$ cat src/rtl/prewitt_pkg.sv
package prewitt_pkg;

   // progress of the row counter since reset
   typedef enum logic [1:0] {
      ROW_FIRST  = 2'd0,
      ROW_SECOND = 2'd1,
      ROW_FULL   = 2'd2
   } row_phase_e;

   // column total of three pixels
   function automatic int sum_width(input int pix_w);
      return pix_w + 2;
   endfunction

   // signed top-minus-bottom difference of one column
   function automatic int dif_width(input int pix_w);
      return pix_w + 1;
   endfunction

   // signed gradient, magnitude up to 3*(2**pix_w-1)
   function automatic int grad_width(input int pix_w);
      return pix_w + 3;
   endfunction

   function automatic int energy_width(input int pix_w);
      return 2 * (pix_w + 3);
   endfunction

endpackage

$ cat src/rtl/pm_window.sv
module pm_window
   import prewitt_pkg::*;
#(
   parameter int PIX_W = 8,
   parameter int IMG_W = 64,
   localparam int SUM_W = sum_width(PIX_W),
   localparam int DIF_W = dif_width(PIX_W)
) (
   input  logic                        clk,
   input  logic                        rst_n,
   input  logic                        take,
   input  logic [PIX_W-1:0]            pix,
   output logic                        win_ok,
   output logic [2:0][SUM_W-1:0]       sum_q,
   output logic [2:0][DIF_W-1:0]       dif_q
);

   localparam int LINES = 2;
   localparam int COL_W = (IMG_W > 1) ? $clog2(IMG_W) : 1;

   if (IMG_W < 3) begin : g_bad_width
      $error("pm_window: IMG_W must be at least 3");
   end
   if (PIX_W < 2) begin : g_bad_pix
      $error("pm_window: PIX_W must be at least 2");
   end

   logic [COL_W-1:0]             col;
   row_phase_e                   phase;
   logic [LINES-1:0][PIX_W-1:0]  tap;

   // line stores: store 0 holds the row above, store 1 the row two above
   for (genvar g = 0; g < LINES; g++) begin : g_line
      logic [PIX_W-1:0] mem [IMG_W];
      logic [PIX_W-1:0] feed;
      if (g == 0) begin : g_head
         assign feed = pix;
      end else begin : g_chain
         assign feed = tap[g-1];
      end
      always_ff @(posedge clk) begin
         if (take) mem[col] <= feed;
      end
      assign tap[g] = mem[col];
   end

   always_ff @(posedge clk) begin
      if (!rst_n) begin
         col   <= '0;
         phase <= ROW_FIRST;
      end else if (take) begin
         if (col == COL_W'(IMG_W - 1)) begin
            col <= '0;
            case (phase)
               ROW_FIRST:  phase <= ROW_SECOND;
               ROW_SECOND: phase <= ROW_FULL;
               default:    phase <= ROW_FULL;
            endcase
         end else begin
            col <= col + 1'b1;
         end
      end
   end

   // window ending at this pixel lies wholly inside the current rows
   assign win_ok = (phase == ROW_FULL) && (col >= COL_W'(2));

   logic [PIX_W-1:0] px_top, px_mid;
   logic [SUM_W-1:0] sum_new;
   logic [DIF_W-1:0] dif_new;

   always_comb begin
      px_top  = tap[1];
      px_mid  = tap[0];
      sum_new = SUM_W'(px_top) + SUM_W'(px_mid) + SUM_W'(pix);
      dif_new = DIF_W'(px_top) - DIF_W'(pix);
   end

   // column reductions slide left; index 0 is the oldest (left) column
   always_ff @(posedge clk) begin
      if (!rst_n) begin
         sum_q <= '0;
         dif_q <= '0;
      end else if (take) begin
         sum_q <= {sum_new, sum_q[2], sum_q[1]};
         dif_q <= {dif_new, dif_q[2], dif_q[1]};
      end
   end

endmodule

$ cat src/rtl/pm_energy.sv
module pm_energy
   import prewitt_pkg::*;
#(
   parameter int PIX_W = 8,
   localparam int SUM_W  = sum_width(PIX_W),
   localparam int DIF_W  = dif_width(PIX_W),
   localparam int GRAD_W = grad_width(PIX_W),
   localparam int ENG_W  = energy_width(PIX_W)
) (
   input  logic                   clk,
   input  logic                   rst_n,
   input  logic                   en,
   input  logic                   v_in,
   input  logic [2:0][SUM_W-1:0]  sum_q,
   input  logic [2:0][DIF_W-1:0]  dif_q,
   output logic                   v_out,
   output logic [ENG_W-1:0]       energy
);

   localparam longint FULL   = 3 * ((longint'(1) << PIX_W) - 1);
   localparam longint ENG_MAX = 2 * FULL * FULL;

   logic signed [GRAD_W-1:0] gx_c, gy_c, gx_q, gy_q;
   logic                     v_mid;
   logic signed [ENG_W-1:0]  gx_e, gy_e, sq_sum;

   always_comb begin
      gx_c = $signed({1'b0, sum_q[2]}) - $signed({1'b0, sum_q[0]});
      gy_c = $signed({{2{dif_q[0][DIF_W-1]}}, dif_q[0]})
           + $signed({{2{dif_q[1][DIF_W-1]}}, dif_q[1]})
           + $signed({{2{dif_q[2][DIF_W-1]}}, dif_q[2]});
      gx_e   = $signed({{GRAD_W{gx_q[GRAD_W-1]}}, gx_q});
      gy_e   = $signed({{GRAD_W{gy_q[GRAD_W-1]}}, gy_q});
      sq_sum = gx_e * gx_e + gy_e * gy_e;
   end

   always_ff @(posedge clk) begin
      if (!rst_n) begin
         v_mid  <= 1'b0;
         gx_q   <= '0;
         gy_q   <= '0;
         v_out  <= 1'b0;
         energy <= '0;
      end else if (en) begin
         v_mid  <= v_in;
         gx_q   <= gx_c;
         gy_q   <= gy_c;
         v_out  <= v_mid;
         energy <= $unsigned(sq_sum);
      end
   end

   // energy of a valid window never exceeds the two full-scale squares
   p_energy_cap_r6: assert property (@(posedge clk) disable iff (!rst_n)
      v_out |-> (longint'(energy) <= ENG_MAX));

endmodule

$ cat src/rtl/pm_isqrt.sv
module pm_isqrt #(
   parameter int OP_W = 22,
   localparam int RT_W = OP_W / 2
) (
   input  logic             clk,
   input  logic             rst_n,
   input  logic             en,
   input  logic             v_in,
   input  logic [OP_W-1:0]  op_in,
   output logic             v_out,
   output logic [RT_W-1:0]  root
);

   if ((OP_W % 2) != 0 || OP_W < 4) begin : g_bad_op
      $error("pm_isqrt: OP_W must be even and at least 4");
   end

   logic [RT_W-1:0]            v_q;
   logic [RT_W-1:0][OP_W-1:0]  op_q;
   logic [RT_W-1:0][RT_W-1:0]  rt_q;

   logic [RT_W-1:0]            cur_v;
   logic [RT_W-1:0][OP_W-1:0]  cur_op;
   logic [RT_W-1:0][RT_W-1:0]  cur_rt;
   logic [RT_W-1:0][RT_W-1:0]  trial;
   logic [RT_W-1:0][OP_W-1:0]  tsq;
   logic [RT_W-1:0]            keep;

   // stage i settles root bit RT_W-1-i by a trial-square compare
   always_comb begin
      for (int i = 0; i < RT_W; i++) begin
         if (i == 0) begin
            cur_v[i]  = v_in;
            cur_op[i] = op_in;
            cur_rt[i] = '0;
         end else begin
            cur_v[i]  = v_q[i-1];
            cur_op[i] = op_q[i-1];
            cur_rt[i] = rt_q[i-1];
         end
         trial[i] = cur_rt[i] | (RT_W'(1) << (RT_W - 1 - i));
         tsq[i]   = OP_W'(trial[i]) * OP_W'(trial[i]);
         keep[i]  = (tsq[i] <= cur_op[i]);
      end
   end

   always_ff @(posedge clk) begin
      if (!rst_n) begin
         v_q  <= '0;
         op_q <= '0;
         rt_q <= '0;
      end else if (en) begin
         for (int i = 0; i < RT_W; i++) begin
            v_q[i]  <= cur_v[i];
            op_q[i] <= cur_op[i];
            rt_q[i] <= keep[i] ? trial[i] : cur_rt[i];
         end
      end
   end

   assign v_out = v_q[RT_W-1];
   assign root  = rt_q[RT_W-1];

   // result is the floor of the square root of the operand it travelled with
   p_root_floor_r7: assert property (@(posedge clk) disable iff (!rst_n)
      v_out |-> (((OP_W+2)'(root) * (OP_W+2)'(root)) <= (OP_W+2)'(op_q[RT_W-1]))
             && ((((OP_W+2)'(root) + 1) * ((OP_W+2)'(root) + 1)) > (OP_W+2)'(op_q[RT_W-1])));

endmodule

$ cat src/rtl/prewitt_mag_stream.sv
module prewitt_mag_stream
   import prewitt_pkg::*;
#(
   parameter int PIX_W = 8,
   parameter int IMG_W = 64,
   localparam int SUM_W = sum_width(PIX_W),
   localparam int DIF_W = dif_width(PIX_W),
   localparam int ENG_W = energy_width(PIX_W),
   localparam int MAG_W = ENG_W / 2
) (
   input  logic              clk,
   input  logic              rst_n,
   input  logic              in_valid,
   output logic              in_ready,
   input  logic [PIX_W-1:0]  in_pix,
   output logic              out_valid,
   input  logic              out_ready,
   output logic [MAG_W-1:0]  out_mag
);

   logic                  adv, take, win_ok, win_v, eng_v;
   logic [2:0][SUM_W-1:0] sum_q;
   logic [2:0][DIF_W-1:0] dif_q;
   logic [ENG_W-1:0]      energy;

   // whole pipeline moves only when the last stage is empty or drained
   assign adv      = !out_valid || out_ready;
   assign in_ready = adv;
   assign take     = in_valid && adv;

   pm_window #(.PIX_W(PIX_W), .IMG_W(IMG_W)) u_window (
      .clk    (clk),
      .rst_n  (rst_n),
      .take   (take),
      .pix    (in_pix),
      .win_ok (win_ok),
      .sum_q  (sum_q),
      .dif_q  (dif_q)
   );

   always_ff @(posedge clk) begin
      if (!rst_n)   win_v <= 1'b0;
      else if (adv) win_v <= take && win_ok;
   end

   pm_energy #(.PIX_W(PIX_W)) u_energy (
      .clk    (clk),
      .rst_n  (rst_n),
      .en     (adv),
      .v_in   (win_v),
      .sum_q  (sum_q),
      .dif_q  (dif_q),
      .v_out  (eng_v),
      .energy (energy)
   );

   pm_isqrt #(.OP_W(ENG_W)) u_isqrt (
      .clk   (clk),
      .rst_n (rst_n),
      .en    (adv),
      .v_in  (eng_v),
      .op_in (energy),
      .v_out (out_valid),
      .root  (out_mag)
   );

   // saturating count of accepted pixels, for the startup check
   localparam int FIRST_OUT = 2 * IMG_W + 3;
   localparam int SEEN_W    = $clog2(FIRST_OUT + 1);
   logic [SEEN_W-1:0] seen;

   always_ff @(posedge clk) begin
      if (!rst_n) seen <= '0;
      else if (take && (seen != SEEN_W'(FIRST_OUT))) seen <= seen + 1'b1;
   end

   // a held result blocks the input side
   p_stall_in_r1: assert property (@(posedge clk) disable iff (!rst_n)
      (out_valid && !out_ready) |-> !in_ready);

   // a result that was not taken stays put
   p_hold_out_r2: assert property (@(posedge clk) disable iff (!rst_n)
      (out_valid && !out_ready) |=> (out_valid && $stable(out_mag)));

   // no result before two rows and three pixels have arrived
   p_startup_r4: assert property (@(posedge clk) disable iff (!rst_n)
      out_valid |-> (seen == SEEN_W'(FIRST_OUT)));

endmodule

$ cat config.mk
export PLATFORM = sky130hd
export DESIGN_NAME = prewitt_mag_stream
export DESIGN_NICKNAME = d
export VERILOG_FILES = /design/src/rtl/prewitt_pkg.sv /design/src/rtl/pm_window.sv /design/src/rtl/pm_energy.sv /design/src/rtl/pm_isqrt.sv /design/src/rtl/prewitt_mag_stream.sv
export SDC_FILE = /design/constraint.sdc
export NUM_CORES = 2
export LEC_CHECK = 0
export BUFFER_PORTS_ARGS = -buffer_cell sky130_fd_sc_hd__buf_2
export CAP_MARGIN = 20
export CELL_PAD_IN_SITES_DETAIL_PLACEMENT = 1
export CELL_PAD_IN_SITES_GLOBAL_PLACEMENT = 1
export CORE_MARGIN = 5
export CORE_UTILIZATION = 54
export DETAILED_ROUTE_END_ITERATION = 8
export HOLD_SLACK_MARGIN = 0.06
export PLACE_DENSITY = 0.9
export SLEW_MARGIN = 40
export SYNTH_ARGS = -nofsm -noshare
export SYNTH_HDL_FRONTEND = slang
export SYNTH_SLANG_ARGS = --single-unit
$ cat constraint.sdc
create_clock -name clk -period 9.6 [get_ports clk]
set_clock_uncertainty 0.05 [all_clocks]
set_input_delay 0.96 -clock clk [delete_from_list [all_inputs] [get_ports clk]]
set_output_delay 0.96 -clock clk [all_outputs]
set_load 0.05 [all_outputs]
Word-level counts from Yosys, hierarchy flattened. Memories as Yosys holds them, arrays and structs flattened. A register that Yosys moved wholly into a read port is not among the register bits. Cells that the tools add are included.

Bits in registers: 464. Bits in writable memories: 1024. Input bits: 12. Output and inout port bits: 13. Word-level logic and storage cells: 98. Memories: 2.

Add/subtract/negate cells: 8. $mul: 12. $lt $le $gt $ge: 12. Equality and inequality tests: 2. Mux-type cells: 19. Reductions and logical operators: 7.

Memory list: u_window.g_line[0].mem (depth 64, bits a word 8, read ports 1, clocked after Yosys merged registers in 1, write ports 1, RTL line pm_window.sv:34) `logic [PIX_W-1:0] mem [IMG_W];`; u_window.g_line[1].mem (depth 64, bits a word 8, read ports 1, clocked after Yosys merged registers in 1, write ports 1, RTL line pm_window.sv:34).

Operator list (count): $mul A11 B11 Y22 (12); $le A22 B22 Y1 (10); $mux W6 (6); $add A22 B22 Y22 (1); $le A21 B22 Y1 const A (1); $add A10 B9 Y11 (1); $mux W11 (1); $sub A10 B10 Y11 (1); $add A10 B8 Y10 (1); $add A9 B9 Y10 (1); $mux W10 (1); $add A8 B8 Y9 (1); $mux W9 (1); $sub A8 B8 Y9 (1); $mux W8 (1); $mux W7 (1); $add A6 B1 Y6 const B (1); $eq A6 B6 Y1 const B (1); $ge A6 B2 Y1 const B (1); $mux W5 (1); $mux W2 (2); $mux W4 (1); $logic_and A1 B1 Y1 (3); $mux W1 (3); other kinds (6) (6).

Depth between registers and ports, before layout.
Depth in word-level cells: 5. Depth in mapped cells: 27. Gate-level depth less buffers: 27.

By module. A second synthesis with hierarchy kept.

Cell total of the unflattened synthesis: 6140. Area, all modules: 80342.1 um2.

Modules (own cells, without submodules): pm_window (times used 1, cells an instance 2062, area an instance 42751.0 um2, seq. area each 32170.9 um2); pm_isqrt (times used 1, cells an instance 2889, area an instance 26436.6 um2, seq. area each 5945.7 um2); pm_energy (times used 1, cells an instance 1183, area an instance 11088.1 um2, seq. area each 920.9 um2); prewitt_mag_stream (times used 1, cells an instance 6, area an instance 66.3 um2, seq. area each 20.0 um2).

Least setup slack after synthesis. No wires, ideal clock.

Kind: reg2reg. Start point: register u_isqrt.rt_q (netlist bit u_isqrt.cur_rt[112]). End point: register u_isqrt.rt_q (netlist bit u_isqrt.root[0]). Setup time: 0.074 ns. Data arrival time: 6.525 ns. Required time: 9.476 ns. Setup slack: 2.950 ns. Stages on the path, launching flop included: 27. Buffers on the path: 1. Clock period less this slack: 6.650 ns. Path through: dfxtp_1 -> clkbuf_1 -> nand2_1 -> fa_1 -> inv_1 -> fa_1 -> inv_1 -> fa_1 -> inv_1 -> fa_1 -> inv_1 -> fa_1 -> inv_1 -> ha_1 -> or3_1 -> or2_0 -> o22ai_2 -> o21ai_1 -> o41a_1 -> a41o_1 -> o41ai_2 -> xnor2_1 -> ha_1 -> nand4_1 -> nor4_1 -> nand4_1 -> a31oi_1.

Longest elaborated chain between the ends: 3.

RTL lines: start, declared (RTL line pm_isqrt.sv:20) `logic [RT_W-1:0][RT_W-1:0] rt_q;`; start signal, assigned by index (RTL line pm_isqrt.sv:56) `rt_q[i] <= keep[i] ? trial[i] : cur_rt[i];`; $mul A11 B11 Y22 (RTL line pm_isqrt.sv:42) `tsq[i] = OP_W'(trial[i]) * OP_W'(trial[i]);`; $le A22 B22 Y1 (RTL line pm_isqrt.sv:43) `keep[i] = (tsq[i] <= cur_op[i]);`; $mux W1 (RTL line pm_isqrt.sv:56).

No other way between the ends. A chain may end at the register's enable or synchronous reset.

Worst setup path in the final report.
Start point: register u_energy.gy_q[0]. End point: register u_energy.energy[21].

Longest elaborated chain between the ends: 2.

RTL lines: start, declared (RTL line pm_energy.sv:23) `logic signed [GRAD_W-1:0] gx_c, gy_c, gx_q, gy_q;`; start signal, assigned (RTL line pm_energy.sv:47) `gy_q <= gy_c;`; $mul A11 B11 Y22 (RTL line pm_energy.sv:34) `sq_sum = gx_e * gx_e + gy_e * gy_e;`; $add A22 B22 Y22 (RTL line pm_energy.sv:34); end signal, assigned (RTL line pm_energy.sv:49) `energy <= $unsigned(sq_sum);`; end, declared (RTL line pm_energy.sv:17) `output logic [ENG_W-1:0] energy`.

No other way between the ends.

==> key figures <==
STA
  – Relative slew slack: between 30% and 40%
  – Fmax: 133.2 MHz
  – Slew Limit Fails: 0
  – Setup_tns: 0 ns
  – Hold WS: 0.4021 ns
  – Endpoints failing setup: 0
  – Final min period: 7.506 ns
  – Actual slew at the worst max-slew pin: between 0.9 and 1 ns
  – Unrepaired setup endpoints after global routing: no
  – Fin. Hold Viols: 0
  – Post-route clock period utilization: 78.18%

Placed design
  – Port Buffers: 24
  – Cell Area, Placed: 0.08135 mm2
  – Gpl congestion: 0.8334
  – Hpwl dp: 146,400 um

Power and ir drop
  – Design Power: 0.01906 W
  – Leak: 33.50 nW
  – PwrDens: 220.7 mW/mm2
  – VDD IR max: 0.0003991 V

Global routing
  – GRT Total Usage: 31.64%
  – Gr ovfl total: 0
  – First-pass GRT wire length: 365,200 um
  – Met1 usage: between 30 and 40%
  – Most Crowded Layer GR: met2
  – Largest net degree at the start of global routing: roughly 130
  – Initial antenna violation count: 11
  – Vias in the first global route: 57,409
  – Met3 Use GR: 6.112%
  – Met2 GRT Util: 55.55%

CTS
  – CTS sink cnt: 1,439
  – Hold-fix buffers, CTS: 0
  – Post-CTS setup buffers: 0
  – H-tree depth: 4
  – # resized after CTS: 0
  – Worst-case clock buffer depth: 3
  – CTS buffer count: 149
  – Clock Latency Late Sink: between 0.8 and 0.9 ns
  – CTS tree: done
  – Clock slew at reported path FFs: 0.09 ns
  – Clk root buf: clkbuf_16

Detailed routing
  – Drt pass-1 iters: 6
  – Vias: 52,499
  – Via density: 6.300
  – Iteration-0 DRC count of the detailed router: about 5,400
  – Routed wire length: 242,500 um
  – Post-route ant nets: 0
  – Routed len/inst: between 20 and 30 um
  – Drt drc: 0

Synthesis
  – Post-Syn Area: 0.07899 mm2
  – Fraction of registers with async set/reset: 0%
  – Post-synthesis instance total: 6,277
  – Yosys cell types: 72
  – Post-synthesis register bit count: 1,439
  – Post-Syn Area per Cell: 12.58 um2
  – EDFF count, synth: 1,024
  – Predominant post-synthesis flop cell: edfxtp_1
  – Seq/Total Area, Yosys: 49.45%
  – Yosys warns: 0
  – Syn_nets: 7,274

Floorplanning
  – IO Pins: 25
  – Die X: 392.5 um
  – Initial Util: 54.26%
  – Core Box Area: 0.1456 mm2
  – # rows: 140
  – Die span in y: 392.5 um
  – Full die area: 0.1540 mm2

Worst setup path
  – Worst path required time: between 10 and 15 ns
  – Crit path arrival time: between 8 and 9 ns
  – Crit Path Class: register to register
  – Crit. End Element: register
  – CP Launch Type: register
  – Worst-path maximum fanout: 14

Cells and area
  – Most common cell after layout, fill and taps aside: edfxtp_1
  – Commonest cells after routing, fill and taps aside: 1,024 x edfxtp_1, 898 x nand2_1, 828 x inv_1, 529 x ha_1, 456 x fa_1
  – Design area: 0.08637 mm2
  – Nets: 7,282
  – Share of cells above drive strength 1: 11.52%
  – Synthesis-to-finish area growth: 9.349%

Status
  – Status: finished, final reports clean

Worst hold path
  – Hold Path Class: register to register

Run
  – Max_cap viols: 0
worst max-delay path, stage by stage, from the launching register on:
cell     delay [ns]
dfxtp_1        0.70
nand2_1        0.31
inv_1          0.59
fa_1           0.57
fa_1           0.52
fa_1           0.63
fa_1           0.49
fa_1           0.53
fa_1           0.55
inv_1          0.07
fa_1           0.56
inv_1          0.05
ha_1           0.36
nand3_1        0.12
nand2_1        0.07
a31oi_1        0.29
a21oi_1        0.20
o21ai_0        0.39
a21oi_1        0.13
a32o_1         0.23
flip-flops by register name (all words and copies together), names as in the netlist, 6 cells and up, named ones only:
name,flops
u_isqrt.cur_rt,55
u_window.g_line.mem,1024
u_isqrt.root,11
u_window.dif_q,27
u_window.col,6
u_energy.gy_q,11
u_isqrt.v_q,11
u_energy.energy,22
u_isqrt.cur_op,220
u_window.sum_q,30
u_energy.gx_q,11
cell type report:
class | instances | area, um2
Antenna cell | 7 | 17.52
Clock buffer | 187 | 3994
Clock inverter | 88 | 967.2
Fill cell | 14162 | 59190
Inverter | 832 | 3138
Multi-Input combinational cell | 3731 | 35750
Sequential cell | 1439 | 39070
Tap cell | 1917 | 2399
Timing Repair Buffer | 132 | 1036
through the flow:
step | std cells | util [%] | setup WS, ns
after floorplan | 6277 | - | 2.950
after global placement | 8050 | 55.87 | 2.535
after detailed placement | 8050 | 55.89 | 2.237
after CTS | 8325 | 59.29 | 1.949
after global routing | 8326 | 59.32 | 1.881
final | 8333 | 59.33 | 2.094
Yosys cell counts (18+ instances only):
library cell,instances,area [um2]
mux4_2,336,7567
nand4_1,28,175.2
nand2b_1,23,143.9
a211oi_1,18,135.1
nor2b_1,48,300.3
buf_2,23,115.1
nand2_1,899,3374
edfxtp_1,1024,30750
o21a_1,27,202.7
buf_1,32,120.1
xnor2_1,147,1287
a21o_1,54,405.4
nor2_1,212,795.8
nor4_1,24,150.1
nor3_1,31,155.2
dfxtp_1,415,8308
xor2_1,24,210.2
a21oi_1,453,2267
nand3_1,42,210.2
ha_1,529,6619
clkbuf_1,216,810.8
and2_1,106,663.1
fa_1,456,9129
o21ai_0,82,410.4
inv_1,829,3112
cell families (layout without fill, tap and decap cells):
group / after synthesis / after routing / share of synthesized area (%)
compound gates: 734 / 734 / 5.368
xor+xnor: 171 / 171 / 1.896
fa+ha+maj: 985 / 985 / 19.94
buf+inv: 1107 / 1239 / 5.316
flops: 1439 / 1439 / 49.45
mux: 348 / 348 / 9.748
other cells: 0 / 7 / 0
simple gates: 1493 / 1493 / 8.285
report_power, final:
group	switching [W]	internal (W)	leakage, nW
Clock	0.00271	0.00332	2.41
Sequential	0.000314	0.00688	12.6
Combinational	0.00351	0.00233	18.5
Total	0.00654	0.0125	33.5
routing by layer:
layer,routed length [um],up-vias
met5,46,-
met2,123900,3015
li1,-,21697
met4,15910,8
met3,18380,959
met1,84210,26820
final timing paths:
path                                                    endpoint  slack, ns  depth (start not counted)                             start
worst min-delay path            u_isqrt.cur_op[228]$_SDFFE_PN0N_       0.40                          2  u_isqrt.cur_op[228]$_SDFFE_PN0N_
worst max-delay path            u_energy.energy[21]$_SDFFE_PN0N_       2.09                         19     u_energy.gy_q[0]$_SDFFE_PN0N_
worst min register to register  u_isqrt.cur_op[228]$_SDFFE_PN0N_       0.40                          2  u_isqrt.cur_op[228]$_SDFFE_PN0N_
worst max register to register  u_energy.energy[21]$_SDFFE_PN0N_       2.09                         19     u_energy.gy_q[0]$_SDFFE_PN0N_
Note: power is estimated with default switching activity, not from simulation.
